==> src/rtl/srx_pkg.sv <==
package srx_pkg;

    typedef enum logic [2:0] {
        S_IDLE,
        S_START,
        S_DATA,
        S_PARITY,
        S_STOP1,
        S_STOP2,
        S_RECOVER
    } srx_state_t;

    localparam logic [2:0] PAR_ODD  = 3'b001;
    localparam logic [2:0] PAR_EVEN = 3'b010;
    localparam logic [2:0] PAR_LOW  = 3'b100;
    localparam logic [2:0] PAR_HIGH = 3'b101;

    function automatic logic parity_present(input logic [2:0] mode);
        return (mode == PAR_ODD) || (mode == PAR_EVEN) ||
               (mode == PAR_LOW) || (mode == PAR_HIGH);
    endfunction

endpackage

==> src/rtl/srx_sample_tick.sv <==
module srx_sample_tick #(
    parameter int PRE_W = 16
) (
    input  logic             clk,
    input  logic             rst_n,
    input  logic             run,
    input  logic [PRE_W-1:0] prescale,
    output logic             tick
);
    logic [PRE_W-1:0] div_cnt;

    always_ff @(posedge clk or negedge rst_n) begin
        if (!rst_n) begin
            div_cnt <= '0;
            tick    <= 1'b0;
        end else if (!run) begin
            div_cnt <= '0;
            tick    <= 1'b0;
        end else if (div_cnt >= prescale) begin
            div_cnt <= '0;
            tick    <= 1'b1;
        end else begin
            div_cnt <= div_cnt + 1'b1;
            tick    <= 1'b0;
        end
    end
endmodule

==> src/rtl/srx_line_cond.sv <==
module srx_line_cond #(
    parameter int GF_LEN = 8
) (
    input  logic clk,
    input  logic rst_n,
    input  logic rxd,
    input  logic filter_en,
    output logic line
);
    logic sync_a, sync_b, filt;

    always_ff @(posedge clk or negedge rst_n) begin
        if (!rst_n) begin
            sync_a <= 1'b1;
            sync_b <= 1'b1;
        end else begin
            sync_a <= rxd;
            sync_b <= sync_a;
        end
    end

    generate
        if (GF_LEN >= 2) begin : g_window
            logic [GF_LEN-1:0] hist;
            always_ff @(posedge clk or negedge rst_n) begin
                if (!rst_n) begin
                    hist <= '1;
                    filt <= 1'b1;
                end else begin
                    hist <= {hist[GF_LEN-2:0], sync_b};
                    if (&hist)
                        filt <= 1'b1;
                    else if (~|hist)
                        filt <= 1'b0;
                end
            end
        end else begin : g_bypass
            always_ff @(posedge clk or negedge rst_n) begin
                if (!rst_n) filt <= 1'b1;
                else        filt <= sync_b;
            end
        end
    endgenerate

    assign line = filter_en ? filt : sync_b;
endmodule

==> src/rtl/srx_break_det.sv <==
module srx_break_det #(
    parameter int OVS = 8
) (
    input  logic clk,
    input  logic rst_n,
    input  logic run,
    input  logic tick,
    input  logic line,
    output logic brk_pulse
);
    localparam int BRK_LIM = 13 * OVS;
    localparam int BW      = $clog2(BRK_LIM + 1);

    logic [BW-1:0] low_cnt;

    always_ff @(posedge clk or negedge rst_n) begin
        if (!rst_n) begin
            low_cnt   <= '0;
            brk_pulse <= 1'b0;
        end else if (!run) begin
            low_cnt   <= '0;
            brk_pulse <= 1'b0;
        end else begin
            brk_pulse <= tick && !line && (low_cnt == BW'(BRK_LIM - 1));
            if (tick) begin
                if (line)
                    low_cnt <= '0;
                else if (low_cnt != BW'(BRK_LIM))
                    low_cnt <= low_cnt + 1'b1;
            end
        end
    end
endmodule

==> src/rtl/srx_idle_timer.sv <==
module srx_idle_timer #(
    parameter int OVS  = 8,
    parameter int TO_W = 6
) (
    input  logic            clk,
    input  logic            rst_n,
    input  logic            run,
    input  logic            tick,
    input  logic            idle,
    input  logic            arm,
    input  logic [TO_W-1:0] limit_bits,
    output logic            to_pulse
);
    localparam int LIM_W = TO_W + $clog2(OVS + 1);

    logic [LIM_W-1:0] limit, idle_cnt;
    logic             armed;

    assign limit = LIM_W'(limit_bits) * LIM_W'(OVS);

    always_ff @(posedge clk or negedge rst_n) begin
        if (!rst_n) begin
            armed    <= 1'b0;
            idle_cnt <= '0;
            to_pulse <= 1'b0;
        end else if (!run || limit_bits == '0) begin
            armed    <= 1'b0;
            idle_cnt <= '0;
            to_pulse <= 1'b0;
        end else begin
            to_pulse <= 1'b0;
            if (arm) begin
                armed    <= 1'b1;
                idle_cnt <= '0;
            end else if (!idle) begin
                idle_cnt <= '0;
            end else if (armed && tick) begin
                if (idle_cnt + LIM_W'(1) == limit) begin
                    to_pulse <= 1'b1;
                    armed    <= 1'b0;
                    idle_cnt <= '0;
                end else begin
                    idle_cnt <= idle_cnt + LIM_W'(1);
                end
            end
        end
    end
endmodule

==> src/rtl/serial_rx_engine.sv <==
module serial_rx_engine
    import srx_pkg::*;
#(
    parameter int OVS    = 8,
    parameter int MAXW   = 9,
    parameter int GF_LEN = 8,
    parameter int PRE_W  = 16,
    parameter int TO_W   = 6
) (
    input  logic             clk,
    input  logic             rst_n,
    input  logic             rx_enable,
    input  logic             filter_en,
    input  logic [PRE_W-1:0] prescale,
    input  logic [3:0]       word_len,
    input  logic             two_stop,
    input  logic [2:0]       parity_mode,
    input  logic [TO_W-1:0]  idle_bits,
    input  logic [MAXW-1:0]  match_value,
    input  logic             fifo_full,
    input  logic             rxd,
    output logic             word_valid,
    output logic [MAXW-1:0]  word_data,
    output logic             err_frame,
    output logic             err_parity,
    output logic             err_overrun,
    output logic             match_hit,
    output logic             line_break,
    output logic             idle_timeout
);
    localparam int SC_W  = $clog2(OVS);
    localparam int IDX_W = $clog2(MAXW);
    localparam logic [SC_W-1:0] MID  = SC_W'(OVS / 2);
    localparam logic [SC_W-1:0] LAST = SC_W'(OVS - 1);

    srx_state_t        state, nxt;
    logic              tick, line;
    logic [SC_W-1:0]   samp_cnt;
    logic [IDX_W-1:0]  bit_idx, last_idx;
    logic [MAXW-1:0]   shreg;
    logic              par_bit, stop_bad, par_on, exp_par;
    logic              at_mid, at_last, done;

    srx_sample_tick #(.PRE_W(PRE_W)) u_tick (
        .clk(clk), .rst_n(rst_n), .run(rx_enable), .prescale(prescale), .tick(tick)
    );

    srx_line_cond #(.GF_LEN(GF_LEN)) u_line (
        .clk(clk), .rst_n(rst_n), .rxd(rxd), .filter_en(filter_en), .line(line)
    );

    srx_break_det #(.OVS(OVS)) u_brk (
        .clk(clk), .rst_n(rst_n), .run(rx_enable), .tick(tick), .line(line),
        .brk_pulse(line_break)
    );

    srx_idle_timer #(.OVS(OVS), .TO_W(TO_W)) u_idle (
        .clk(clk), .rst_n(rst_n), .run(rx_enable), .tick(tick),
        .idle(state == S_IDLE), .arm(done), .limit_bits(idle_bits),
        .to_pulse(idle_timeout)
    );

    // Index of the final data bit after clamping the word length
    always_comb begin
        if (word_len < 4'd5)
            last_idx = IDX_W'(4);
        else if (32'(word_len) > MAXW)
            last_idx = IDX_W'(MAXW - 1);
        else
            last_idx = IDX_W'(word_len - 4'd1);
    end

    assign par_on = parity_present(parity_mode);

    always_comb begin
        case (parity_mode)
            PAR_ODD:  exp_par = ~^shreg;
            PAR_EVEN: exp_par = ^shreg;
            PAR_HIGH: exp_par = 1'b1;
            default:  exp_par = 1'b0;
        endcase
    end

    assign at_mid  = tick && (samp_cnt == MID);
    assign at_last = tick && (samp_cnt == LAST);
    assign done    = at_mid && ((state == S_STOP1 && !two_stop) || state == S_STOP2);

    always_comb begin
        nxt = state;
        unique case (state)
            S_IDLE:    if (tick && !line) nxt = S_START;
            S_START:   if (at_mid && line) nxt = S_IDLE;
                       else if (at_last) nxt = S_DATA;
            S_DATA:    if (at_last && bit_idx == last_idx)
                           nxt = par_on ? S_PARITY : S_STOP1;
            S_PARITY:  if (at_last) nxt = S_STOP1;
            S_STOP1:   if (two_stop) begin
                           if (at_last) nxt = S_STOP2;
                       end else if (at_mid) begin
                           nxt = line ? S_IDLE : S_RECOVER;
                       end
            S_STOP2:   if (at_mid) nxt = line ? S_IDLE : S_RECOVER;
            S_RECOVER: if (line) nxt = S_IDLE;
            default:   nxt = S_IDLE;
        endcase
    end

    // State register
    always_ff @(posedge clk or negedge rst_n) begin
        if (!rst_n)          state <= S_IDLE;
        else if (!rx_enable) state <= S_IDLE;
        else                 state <= nxt;
    end

    // Frame datapath: sample counter, bit index, captured bits
    always_ff @(posedge clk or negedge rst_n) begin
        if (!rst_n) begin
            samp_cnt <= '0;
            bit_idx  <= '0;
            shreg    <= '0;
            par_bit  <= 1'b0;
            stop_bad <= 1'b0;
        end else if (!rx_enable) begin
            samp_cnt <= '0;
            bit_idx  <= '0;
            stop_bad <= 1'b0;
        end else if (state == S_IDLE && nxt == S_START) begin
            samp_cnt <= SC_W'(1);
            bit_idx  <= '0;
            shreg    <= '0;
            par_bit  <= 1'b0;
            stop_bad <= 1'b0;
        end else if (tick && state != S_IDLE && state != S_RECOVER) begin
            samp_cnt <= (samp_cnt == LAST) ? '0 : samp_cnt + 1'b1;
            if (state == S_DATA && samp_cnt == MID)
                shreg[bit_idx] <= line;
            if (state == S_DATA && samp_cnt == LAST)
                bit_idx <= bit_idx + 1'b1;
            if (state == S_PARITY && samp_cnt == MID)
                par_bit <= line;
            if (state == S_STOP1 && samp_cnt == MID && !line)
                stop_bad <= 1'b1;
        end
    end

    // Outputs
    always_ff @(posedge clk or negedge rst_n) begin
        if (!rst_n) begin
            word_valid  <= 1'b0;
            word_data   <= '0;
            err_frame   <= 1'b0;
            err_parity  <= 1'b0;
            err_overrun <= 1'b0;
            match_hit   <= 1'b0;
        end else if (!rx_enable) begin
            word_valid  <= 1'b0;
            err_frame   <= 1'b0;
            err_parity  <= 1'b0;
            err_overrun <= 1'b0;
            match_hit   <= 1'b0;
        end else begin
            word_valid  <= done && !fifo_full;
            err_overrun <= done && fifo_full;
            err_frame   <= done && (stop_bad || !line);
            err_parity  <= done && par_on && (par_bit != exp_par);
            match_hit   <= done && (shreg == match_value);
            if (done)
                word_data <= shreg;
        end
    end
endmodule

==> config.mk <==
export PLATFORM = sky130hd
export DESIGN_NAME = serial_rx_engine
export DESIGN_NICKNAME = d
export VERILOG_FILES = /design/src/rtl/srx_pkg.sv /design/src/rtl/srx_sample_tick.sv /design/src/rtl/srx_line_cond.sv /design/src/rtl/srx_break_det.sv /design/src/rtl/srx_idle_timer.sv /design/src/rtl/serial_rx_engine.sv
export SDC_FILE = /design/constraint.sdc
export NUM_CORES = 1
export LEC_CHECK = 0
export BUFFER_PORTS_ARGS = -buffer_cell sky130_fd_sc_hd__buf_2
export CORE_UTILIZATION = 59
export DETAILED_ROUTE_END_ITERATION = 12
export GPL_TIMING_DRIVEN = 0
export PLACE_DENSITY = 0.81
export REMOVE_ABC_BUFFERS = 1
export SKIP_LAST_GASP = 1
export SYNTH_ARGS = -nofsm -noshare
export SYNTH_HDL_FRONTEND = slang
export SYNTH_SLANG_ARGS = --single-unit
==> constraint.sdc <==
create_clock -name clk -period 2.95 [get_ports clk]
set_clock_uncertainty 0.15 [all_clocks]
set_input_delay 0.295 -clock clk [delete_from_list [all_inputs] [get_ports clk]]
set_output_delay 0.295 -clock clk [all_outputs]
set_load 0.01 [all_outputs]
==> run summary <==
Area grow syn2layout -> 11.7%
Post-synthesis sequential area ratio -> 42.2%
Clock root cell -> clkbuf_8
Max Root-Sink Buffers -> 2
Largest net degree at the start of global routing -> 69
Worst Path Max Fanout -> 11
Yosys warning total -> 0
Worst Tran Pin Value -> 1.04 ns
Sink Count -> 83
Final hold violation count -> 0
DR WL/cell -> 14.1 um
Power per cell area -> 381 mW/mm^2
Initial antenna violation count -> 0
Critical-path cell list -> nor2_1, nand3b_1, nor2_1, o21ai_1, nor3b_2, nand2_1, nand2_1
Diodes inserted -> 0
Vias per cell -> 5.80
GRT overflow -> 0
Final Cell Area -> 0.00554 sq mm
Vias in the first global route -> 3,921
Ys flop type -> dfrtp_1
Core area -> 0.00818 sq mm
CTS tree -> done
Routing usage on met1 -> 31.1%
Total negative setup slack -> 0 ns
Final ANT Viol Nets -> 0
Insertion delay to the later sink of the worst-skew pair -> 0.35 ns
I/O Pins -> 61
DP HPWL -> 7280 um
Synthesized area -> 0.00495 sq mm
Max Freq -> 378 MHz
Die Span X -> 93.6 um
Slew Limit Fails -> 0
RSZ-0062 raised after global routing -> no
Number of DRC markers in iteration 0 -> 211
Worst-path clk slew -> 0.08 ns
Final count of negative-setup-slack endpoints -> 0
Worst min path class -> in2reg
Met2 Resource Use GR -> 41.5%
EDFF count, synth -> 0
Pleak -> 2.66 nW
Final min period -> 2.65 ns
CP delay by family, top -> simple AND/OR/NAND/NOR gates
Total CTS buffers -> 9
Crit-path slowest cell -> nor2_1
Placer Congestion -> 0.839
Ys async rst share -> 100%
Synthesized area per cell -> 9.46 sq um
Max_cap viols -> 0
Overall routing resource usage -> 24.2%
Rows -> 33
# fillers -> 642
Pre-antenna DRT Iters -> 6
Die area -> 0.00877 sq mm
Share of cells above drive strength 1 -> 19.6%
Period utilization -> 89.8%
# Post-CTS Setup Buffers -> 0
Commonest non-fill, non-tap cell in the layout -> dfrtp_1
Met3 Usage GRT -> 4.07%
Status -> finished clean
Worst VDD drop -> 0.252 mV
First-pass GRT wire length -> 16,900 um
WL final -> 9790 um
Most frequent cells in the layout -> 72 x dfrtp_1, 60 x nor2_1, 59 x buf_2
Buf/Inv on CP -> 0
Most used routing layer -> met2
Via count -> 4,014
Type of origin of the critical path -> flop
Initial Utilization -> 60.6%
Drc violations -> 0
Crit path required time -> 3.09 ns
Rel. slew slack -> 29.0%
Fin util -> 67.7%
Die height -> 93.6 um
Yosys reg bits -> 83
Total Nets Final -> 656
PortBufs -> 60
Setup CP Type -> reg2reg
Clock H-tree levels -> 3
Area of the multi-input gates -> 0.00263 sq mm
Synth unique cells -> 63
CP peak stage delay -> 0.61 ns
Placed instance area -> 0.00532 sq mm
Worst setup EP type -> flop
Seq. cell area -> 0.00209 sq mm
Syn Inst Count -> 524
WP data arrival -> 2.79 ns
stage by stage:
| stage | power, mW | std cells | hold slack, ns | setup slack, ns |
|---|---|---|---|---|
| 3_5_place_dp | 1.39 | 673 | 0.0211 | 0.217 |
| 4_1_cts | 2.13 | 692 | 0.0680 | 0.224 |
| 3_3_place_gp | 1.37 | 672 | 0.197 | 0.289 |
| 5_1_grt | 2.20 | 692 | 0.0942 | 0.114 |
| 2_1_floorplan | 1.29 | 507 | -0.151 | 0.734 |
| 6_report | 2.11 | 692 | 0.0763 | 0.301 |
worst register-to-register path: stages, from the launching register on:
cell	delay (ns)
dfrtp_1	0.49
nor2_1	0.19
nand3b_1	0.19
nor2_1	0.61
o21ai_1	0.41
nor3b_2	0.37
nand2_1	0.11
nand2_1	0.07
Yosys cell counts, drive strengths merged (2+ instances only):
cell     n  area (sq um)
a211o    2          18.8
a211oi   2          15.0
a21o     9          67.6
a21oi   26           130
a31oi    5          31.3
a41oi    2          17.5
and3     8          50.1
buf     13          85.1
clkbuf   4          15.0
dfrtp   72          1800
dfstp   11           289
ha      29           363
inv     38           143
mux2    10           113
mux2i    5          50.1
nand2   47           179
nand2b   8          57.6
nand3   16          90.1
nand3b   4          30.0
nand4   11          75.1
nor2    60           225
nor2b    4          25.0
nor3    11          76.3
nor3b    4          35.0
nor4    10          90.1
o21a     2          15.0
o21ai   34           170
o22ai    2          12.5
o31ai    2          15.0
o41ai    3          33.8
or3      5          36.3
or4      5          37.5
xnor2   23           201
xor2    23           201
routing by layer:
layer  vias up  share of wire [%]
li1       1940                  -
met5         -                  0
met3        21                5.0
met2       107                 49
met4         0                2.0
met1      1946                 44
state kept, by name, summed over array words and instances, names as in the netlist, 3 cells and up:
signal                cells
word_data                 9
u_idle.idle_cnt          10
bit_idx                   4
u_brk.low_cnt             7
u_line.g_window.hist      8
state                     3
shreg                     9
u_tick.div_cnt           16
samp_cnt                  3
power by group:
group	internal [mW]	switching [mW]	leakage [nW]
Sequential	1.16	0.0225	1.11
Combinational	0.0795	0.104	1.45
Clock	0.333	0.413	0.0938
final timing paths:
kind	startpoint	end	slack [ns]	cells after the start
max	state[0]$_DFF_PN0_	shreg[6]$_DFFE_PN0P_	0.30	7
min	parity_mode[0]	err_parity$_DFF_PN0_	0.08	3
max reg2reg	state[0]$_DFF_PN0_	shreg[6]$_DFFE_PN0P_	0.30	7
min reg2reg	u_line.sync_a$_DFF_PN1_	u_line.sync_b$_DFF_PN1_	0.21	0
max in group asynchronous	rst_n	u_line.sync_a$_DFF_PN1_	1.82	3
min in group asynchronous	rst_n	word_data[3]$_DFFE_PN0P_	0.19	2
cell families after synthesis:
kind of cell	Yosys count	synth area share, %
adders and majority gates	29	7.32
xor gates and xnor gates	48	9.07
DFF	83	42.2
and+or+nand+nor	195	20.6
AOI/OAI and AO/OA	99	12.6
buffers and inverters	55	4.90
muxes	15	3.28
area by class of cell:
| cell class | instances | share of cell area (%) |
|---|---|---|
| inverter | 38 | 2.58 |
| sequential | 83 | 37.8 |
| multi-input combinational | 386 | 47.5 |
| tap | 105 | 2.37 |
| clock buffer | 11 | 2.55 |
| clock inverter | 5 | 0.678 |
| timing repair buffer | 64 | 6.51 |
repair_timing:
item                                    in CTS  in global routing
hold buffers                                 3                  0
gates resized for setup                      0                  1
hold endpoints to repair                    74                  0
endpoints found under the setup margin       0                  1
Note: power is estimated with default switching activity, not from simulation.
